$ cat src/rtl/cwb_pkg.sv
package cwb_pkg;
   typedef enum logic [1:0] {
      SLOT_HOLD  = 2'd0,
      SLOT_ALLOC = 2'd1,
      SLOT_MERGE = 2'd2
   } slot_op_e;
endpackage

$ cat src/rtl/cwb_entry.sv
module cwb_entry
   import cwb_pkg::*;
#(
   parameter int LINE_B = 16,
   parameter int TAG_W  = 28
) (
   input  logic                  clk,
   input  logic                  rst_n,
   input  slot_op_e              op_i,
   input  logic [TAG_W-1:0]      tag_i,
   input  logic [LINE_B*8-1:0]   data_i,
   input  logic [LINE_B-1:0]     be_i,
   output logic [TAG_W-1:0]      tag_o,
   output logic [LINE_B*8-1:0]   data_o,
   output logic [LINE_B-1:0]     be_o
);
   always_ff @(posedge clk) begin
      if (!rst_n) begin
         tag_o  <= '0;
         data_o <= '0;
         be_o   <= '0;
      end else begin
         case (op_i)
            SLOT_ALLOC: begin
               tag_o  <= tag_i;
               data_o <= data_i;
               be_o   <= be_i;
            end
            SLOT_MERGE: begin
               be_o <= be_o | be_i;
               for (int b = 0; b < LINE_B; b++) begin
                  if (be_i[b]) data_o[b*8 +: 8] <= data_i[b*8 +: 8];
               end
            end
            default: ;
         endcase
      end
   end
endmodule

$ cat src/rtl/cwb_match.sv
module cwb_match #(
   parameter int N_ENT    = 8,
   parameter int TAG_W    = 28,
   parameter bit MERGE_EN = 1'b1,
   localparam int PTR_W   = $clog2(N_ENT),
   localparam int CNT_W   = $clog2(N_ENT + 1)
) (
   input  logic [TAG_W-1:0] tags_i [N_ENT],
   input  logic [PTR_W-1:0] head_i,
   input  logic [CNT_W-1:0] count_i,
   input  logic [TAG_W-1:0] req_tag_i,
   output logic             hit_o,
   output logic [PTR_W-1:0] hit_idx_o
);
   generate
      if (MERGE_EN) begin : g_search
         logic             found;
         logic             young_is_head;
         logic [PTR_W-1:0] young_idx;
         always_comb begin
            found         = 1'b0;
            young_is_head = 1'b0;
            young_idx     = '0;
            for (int k = 0; k < N_ENT; k++) begin
               logic [PTR_W-1:0] idx;
               idx = head_i + PTR_W'(k);
               if (k < int'(count_i) && tags_i[idx] == req_tag_i) begin
                  found         = 1'b1;
                  young_idx     = idx;
                  young_is_head = (k == 0);
               end
            end
         end
         assign hit_o     = found & ~young_is_head;
         assign hit_idx_o = young_idx;
      end else begin : g_nosearch
         assign hit_o     = 1'b0;
         assign hit_idx_o = '0;
      end
   endgenerate
endmodule

$ cat src/rtl/coalesce_wbuf.sv
module coalesce_wbuf
   import cwb_pkg::*;
#(
   parameter int ADDR_W   = 32,
   parameter int LINE_B   = 16,
   parameter int N_ENT    = 8,
   parameter bit MERGE_EN = 1'b1,
   localparam int OFS_W   = $clog2(LINE_B),
   localparam int TAG_W   = ADDR_W - OFS_W,
   localparam int DATA_W  = LINE_B * 8,
   localparam int PTR_W   = $clog2(N_ENT),
   localparam int CNT_W   = $clog2(N_ENT + 1)
) (
   input  logic              clk,
   input  logic              rst_n,
   input  logic              coalesce_en,
   input  logic              st_valid,
   output logic              st_ready,
   input  logic [TAG_W-1:0]  st_line,
   input  logic [DATA_W-1:0] st_data,
   input  logic [LINE_B-1:0] st_be,
   input  logic              st_merge_ok,
   input  logic              st_unbuf,
   input  logic              drain_req,
   output logic              bus_valid,
   input  logic              bus_ready,
   output logic [TAG_W-1:0]  bus_line,
   output logic [DATA_W-1:0] bus_data,
   output logic [LINE_B-1:0] bus_be
);
   generate
      if (N_ENT < 2 || (N_ENT & (N_ENT - 1)) != 0) begin : g_bad_depth
         $error("coalesce_wbuf: N_ENT must be a power of two >= 2");
      end
      if (LINE_B < 2 || (LINE_B & (LINE_B - 1)) != 0) begin : g_bad_line
         $error("coalesce_wbuf: LINE_B must be a power of two >= 2");
      end
      if (ADDR_W <= OFS_W) begin : g_bad_addr
         $error("coalesce_wbuf: ADDR_W too small for LINE_B");
      end
   endgenerate

   logic [PTR_W-1:0]  head_q, tail_q;
   logic [CNT_W-1:0]  count_q;
   logic              ub_pend_q, drain_q;

   logic [TAG_W-1:0]  tag_arr  [N_ENT];
   logic [DATA_W-1:0] data_arr [N_ENT];
   logic [LINE_B-1:0] be_arr   [N_ENT];

   logic              hit;
   logic [PTR_W-1:0]  hit_idx;
   logic              empty, full, may_merge, take_merge, blocked;
   logic              acc, do_alloc, do_merge, pop;

   cwb_match #(
      .N_ENT   (N_ENT),
      .TAG_W   (TAG_W),
      .MERGE_EN(MERGE_EN)
   ) u_match (
      .tags_i   (tag_arr),
      .head_i   (head_q),
      .count_i  (count_q),
      .req_tag_i(st_line),
      .hit_o    (hit),
      .hit_idx_o(hit_idx)
   );

   assign empty      = (count_q == '0);
   assign full       = (count_q == CNT_W'(N_ENT));
   assign may_merge  = coalesce_en & st_merge_ok & ~st_unbuf;
   assign take_merge = may_merge & hit;
   assign blocked    = drain_q | drain_req | ub_pend_q;
   assign st_ready   = ~blocked & (st_unbuf ? empty : (take_merge | ~full));
   assign acc        = st_valid & st_ready;
   assign do_merge   = acc & take_merge;
   assign do_alloc   = acc & ~take_merge;

   assign bus_valid  = ~empty;
   assign pop        = bus_valid & bus_ready;
   assign bus_line   = tag_arr[head_q];
   assign bus_data   = data_arr[head_q];
   assign bus_be     = be_arr[head_q];

   generate
      for (genvar i = 0; i < N_ENT; i++) begin : g_slot
         slot_op_e op;
         always_comb begin
            if (do_alloc && tail_q == PTR_W'(i))      op = SLOT_ALLOC;
            else if (do_merge && hit_idx == PTR_W'(i)) op = SLOT_MERGE;
            else                                       op = SLOT_HOLD;
         end
         cwb_entry #(
            .LINE_B(LINE_B),
            .TAG_W (TAG_W)
         ) u_ent (
            .clk   (clk),
            .rst_n (rst_n),
            .op_i  (op),
            .tag_i (st_line),
            .data_i(st_data),
            .be_i  (st_be),
            .tag_o (tag_arr[i]),
            .data_o(data_arr[i]),
            .be_o  (be_arr[i])
         );
      end
   endgenerate

   always_ff @(posedge clk) begin
      if (!rst_n) begin
         head_q    <= '0;
         tail_q    <= '0;
         count_q   <= '0;
         ub_pend_q <= 1'b0;
         drain_q   <= 1'b0;
      end else begin
         if (do_alloc) tail_q <= tail_q + 1'b1;
         if (pop)      head_q <= head_q + 1'b1;
         count_q <= count_q + CNT_W'(do_alloc) - CNT_W'(pop);
         if (acc && st_unbuf) ub_pend_q <= 1'b1;
         else if (pop)        ub_pend_q <= 1'b0;
         if (drain_req)       drain_q <= 1'b1;
         else if (empty)      drain_q <= 1'b0;
      end
   end
endmodule

$ cat config.mk
export PLATFORM = sky130hd
export DESIGN_NAME = coalesce_wbuf
export DESIGN_NICKNAME = d
export VERILOG_FILES = /design/src/rtl/cwb_pkg.sv /design/src/rtl/cwb_entry.sv /design/src/rtl/cwb_match.sv /design/src/rtl/coalesce_wbuf.sv
export SDC_FILE = /design/constraint.sdc
export NUM_CORES = 2
export LEC_CHECK = 0
export BUFFER_PORTS_ARGS = -buffer_cell sky130_fd_sc_hd__buf_2
export CORE_MARGIN = 2
export CORE_UTILIZATION = 35
export CTS_CLUSTER_DIAMETER = 60
export CTS_CLUSTER_SIZE = 14
export DETAILED_ROUTE_END_ITERATION = 12
export PLACE_DENSITY_LB_ADDON = 0.08
export SLEW_MARGIN = 20
export SYNTH_ARGS = -nofsm -noshare
export SYNTH_HDL_FRONTEND = slang
export SYNTH_SLANG_ARGS = --single-unit
$ cat constraint.sdc
create_clock -name clk -period 7.6 [get_ports clk]
set_input_delay 1.9 -clock clk [delete_from_list [all_inputs] [get_ports clk]]
set_output_delay 1.9 -clock clk [all_outputs]
set_load 0.05 [all_outputs]
==> metrics list <==
- # setup viols final: 0
- Most numerous cell types in the synthesized netlist: 1388 x dfxtp_1, 1291 x nor2_1, 1159 x mux2i_1
- The worst hold path was traced through 2 stages.
* EDFF count, synth: 0
- STA puts the critical path data arrival time at 5.51 ns.
- The routed design could run at a clock period as short as 7.41 ns.
* Run status: completed
- Y dimension of the die: 463 µm
* IR drop worst, VDD: 0.241 mV
- Average footprint of a synthesized cell: 9.80 µm²
- Routability-driven placement finished with a final weighted congestion of 1.04.
- After detailed routing, the number of vias per cell comes to 5.67.
- Buffers inserted to repair hold after CTS numbered 0.
* Static leakage power: 33.1 nW
* Placement Cell Area: 79200 µm²
- The final count of pins violating max slew was 0.
* Final period util: 0.974
- Root buffer selected by CTS: clkbuf_16
* R2r worst-path depth: 19
- Of the post-synthesis cell area, the dominant cell type holds 0.378.
* Insertion delay of the later-clocked pin in the worst-skew pair: 0.84 ns
* TritonCTS Sinks: 1388
- RSZ-0062 raised after global routing: false
- Yosys instantiated no cell more often than dfxtp_1.
* Post-synth top flop: dfxtp_1
- Synthesis handed over a netlist of 7508 instances.
* Setup CP Type: reg2out
- For this run, the total global-route usage over all layers was measured as 0.261.
- In the post-synthesis netlist, the biggest area contributors are dfxtp_1 38%, mux2i_1 16%, mux4_2 14%.
* Syn nets: 7704
- Die Outline Area: 214000 µm²
- Worst hold slack: 0.460 ns
* Total grt overflow: 0
* Worst flop-to-flop path endpoint: g_slot[2].u_ent.data_o[107]
* Post-route setup TNS: 0 ns
- Final cell area excluding filler cells: 84900 µm²
- Number of port buffers: 353
- Layout area overhead: 15.3%
- Entering global routing, the biggest net connects 221 pins.
* Warnings, synthesis: 0
* Core area: 209000 µm²
- In the final routed layout, each cell accounts on average for 27.1 µm.
* Number of nets at the end of the flow: 7909
- For this run, the register share of the synthesized area comes to 0.378.
* Worst clock skew: 0.0459 ns
- At the pin with the least slew margin, the transition time is 1.18 ns.
* Register bit count reported by yosys: 1388
- Largest area contributor in the netlist: dfxtp_1
- Die extent in x: 463 µm
- Maximum buffer depth of the clock tree: 3
* Initial Util: 0.352
* H-tree depth: 4
- The detailed router placed 60300 vias in this run.
- Data required time at the worst endpoint: 5.70 ns
- Synthesized cell area: 73600 µm²
* Ratio of cells with drive above 1 in the final layout: 0.207
- Clock buffers created by TritonCTS: 155
* Finished Layout Cells: 10640
- The worst setup path is captured at an output port.
* Antenna violations before repair: 45
* Utilization of the core after routing: 0.405
- The first global-routing pass estimated 420 mm of wire.
- Max Cap Violations: 0
- Count of routing violations after the opening detailed-route iteration: 5625
- Number of nets still failing antenna checks after routing: 0
* Launching element type of the critical path: flip-flop
* Maximum operating frequency: 135 MHz
* Max-Slew Margin vs Limit: 0.212
- The worst register-to-register path has a setup slack of 1.08 ns.
- Counting flops with an async set or reset pin after synthesis yields a share of 0.
- Distinct cell type count after synthesis: 90
- Dividing total power by cell area gives a power density of 251 nW/µm².
- Top fanout value on the critical path: 19
* Via count of the first global-routing pass: 58209
* Origin of the worst min-delay path: g_slot[5].u_ent.data_o[72]
* Top-level I/O count: 354
- Worst min path class: reg2reg
- In the routed design, unresolved DRC markers number 0.
- The first detailed-routing pass took 6 iterations.
- Clock-pin slew was measured on the worst setup and hold paths at 0.06 ns.
- The worst register-to-register path begins at head_q[1].
- TritonCTS clock tree: done
* Number of placed instances, taps included: 10348
* Final WL: 289 mm
- Row count: 168
- The final-report hold violation count came to 0.
- For hold timing, the worst endpoint is g_slot[5].u_ent.data_o[72].
- Placed wire-length estimate: 196 mm
## layout by cell type (no fill, tap or decap), drive strengths merged, types with 58 or more instances in the layout
cell type,Yosys,final
buf,200,634
nor2b,58,58
mux2i,1159,1159
clkbuf,389,182
a22oi,91,91
inv,55,78
o21ai,215,215
xnor2,134,134
nand3,205,205
o31ai,78,78
a21oi,394,394
dfxtp,1388,1388
mux4,453,453
nand2,691,691
mux2,61,61
nor2,1291,1291
a31oi,70,70
## flip-flops by register name, summed over array words and instances (netlist names)
signal / flops
g_slot.u_ent.data_o: 1024
g_slot.u_ent.tag_o: 224
g_slot.u_ent.be_o: 128
count_q: 4
head_q: 3
tail_q: 3
drain_q: 1
ub_pend_q: 1
## cell families (layout without fill, tap and decap cells)
kind of cell | after synthesis | in the layout | share of synthesized area
XOR/XNOR | 148 | 149 | 0.0176
buffers and inverters | 652 | 968 | 0.0386
flip-flops | 1388 | 1388 | 0.378
adder cells (fa/ha/maj) | 16 | 16 | 0.00282
other | 0 | 10 | 0
AND/OR/NAND/NOR | 2545 | 2545 | 0.148
AO/OA/AOI/OAI | 1086 | 1086 | 0.110
multiplexers | 1673 | 1673 | 0.306
## stage by stage
step | setup slack (ns) | power (mW)
final | 0.194 | 21.3
after CTS | 0.0121 | 21.5
after global routing | 0.0208 | 22.1
after detailed placement | 0.195 | 13.2
after global placement | -0.130 | 13.2
after floorplan | 0.000740 | 11.4
## worst max-delay path by stage
| stage | start | to | slack, ns | cells after the start |
|---|---|---|---|---|
| global placement | st_line[2] | st_ready | -0.13 | 10 |
| floorplan | head_q[0] | st_ready | 0.0007 | 23 |
| global route | head_q[1] | st_ready | 0.02 | 13 |
| CTS | head_q[0] | st_ready | 0.01 | 13 |
| finish | head_q[1] | st_ready | 0.19 | 16 |
| detailed placement | st_line[20] | st_ready | 0.19 | 13 |
## per-layer routing
metal	track usage	routed length (µm)
met1	0.360	129000
met2	0.415	131000
met3	0.0436	17900
met4	0.0852	10300
met5	0	298
## worst max-delay path, cell delays in order (launching register included)
cell and delay [ns]:
dfxtp_4 0.46, inv_6 0.06, ha_4 0.29, buf_12 0.15, buf_4 0.32, mux4_2 0.57, xnor2_1 0.51, nand4_1 0.29
o22ai_1 0.28, o2111ai_1 0.19, nor4_2 0.47, buf_4 0.27, nor2_1 0.08, a31o_2 0.23, a21boi_1 0.17, buf_4 0.20
buf_12 0.14
## cell type report
cell class / count / area, µm²
clock inverters: 88 / 1230
clock buffers: 181 / 4150
multi-input cells: 5469 / 43300
well taps: 2805 / 3510
repair buffers: 636 / 4590
flip-flops and latches: 1388 / 27800
diodes: 10 / 25.0
fillers: 20794 / 125000
inverters: 63 / 254
## power breakdown
group	total (mW)	internal [mW]	switching [mW]
Clock	8.08	4.63	3.45
Sequential	7.50	7.39	0.103
Combinational	5.72	1.96	3.76
Total	21.3	14.0	7.31
## timing repair
| action | in CTS | in global routing |
|---|---|---|
| setup buffers | 7 | 4 |
| gates resized for setup | 7 | 9 |
| pin swaps | 1 | 3 |
| cloned | 0 | 2 |
| setup endpoints to repair | 1 | 1 |
(Power assumes the default switching activity.)
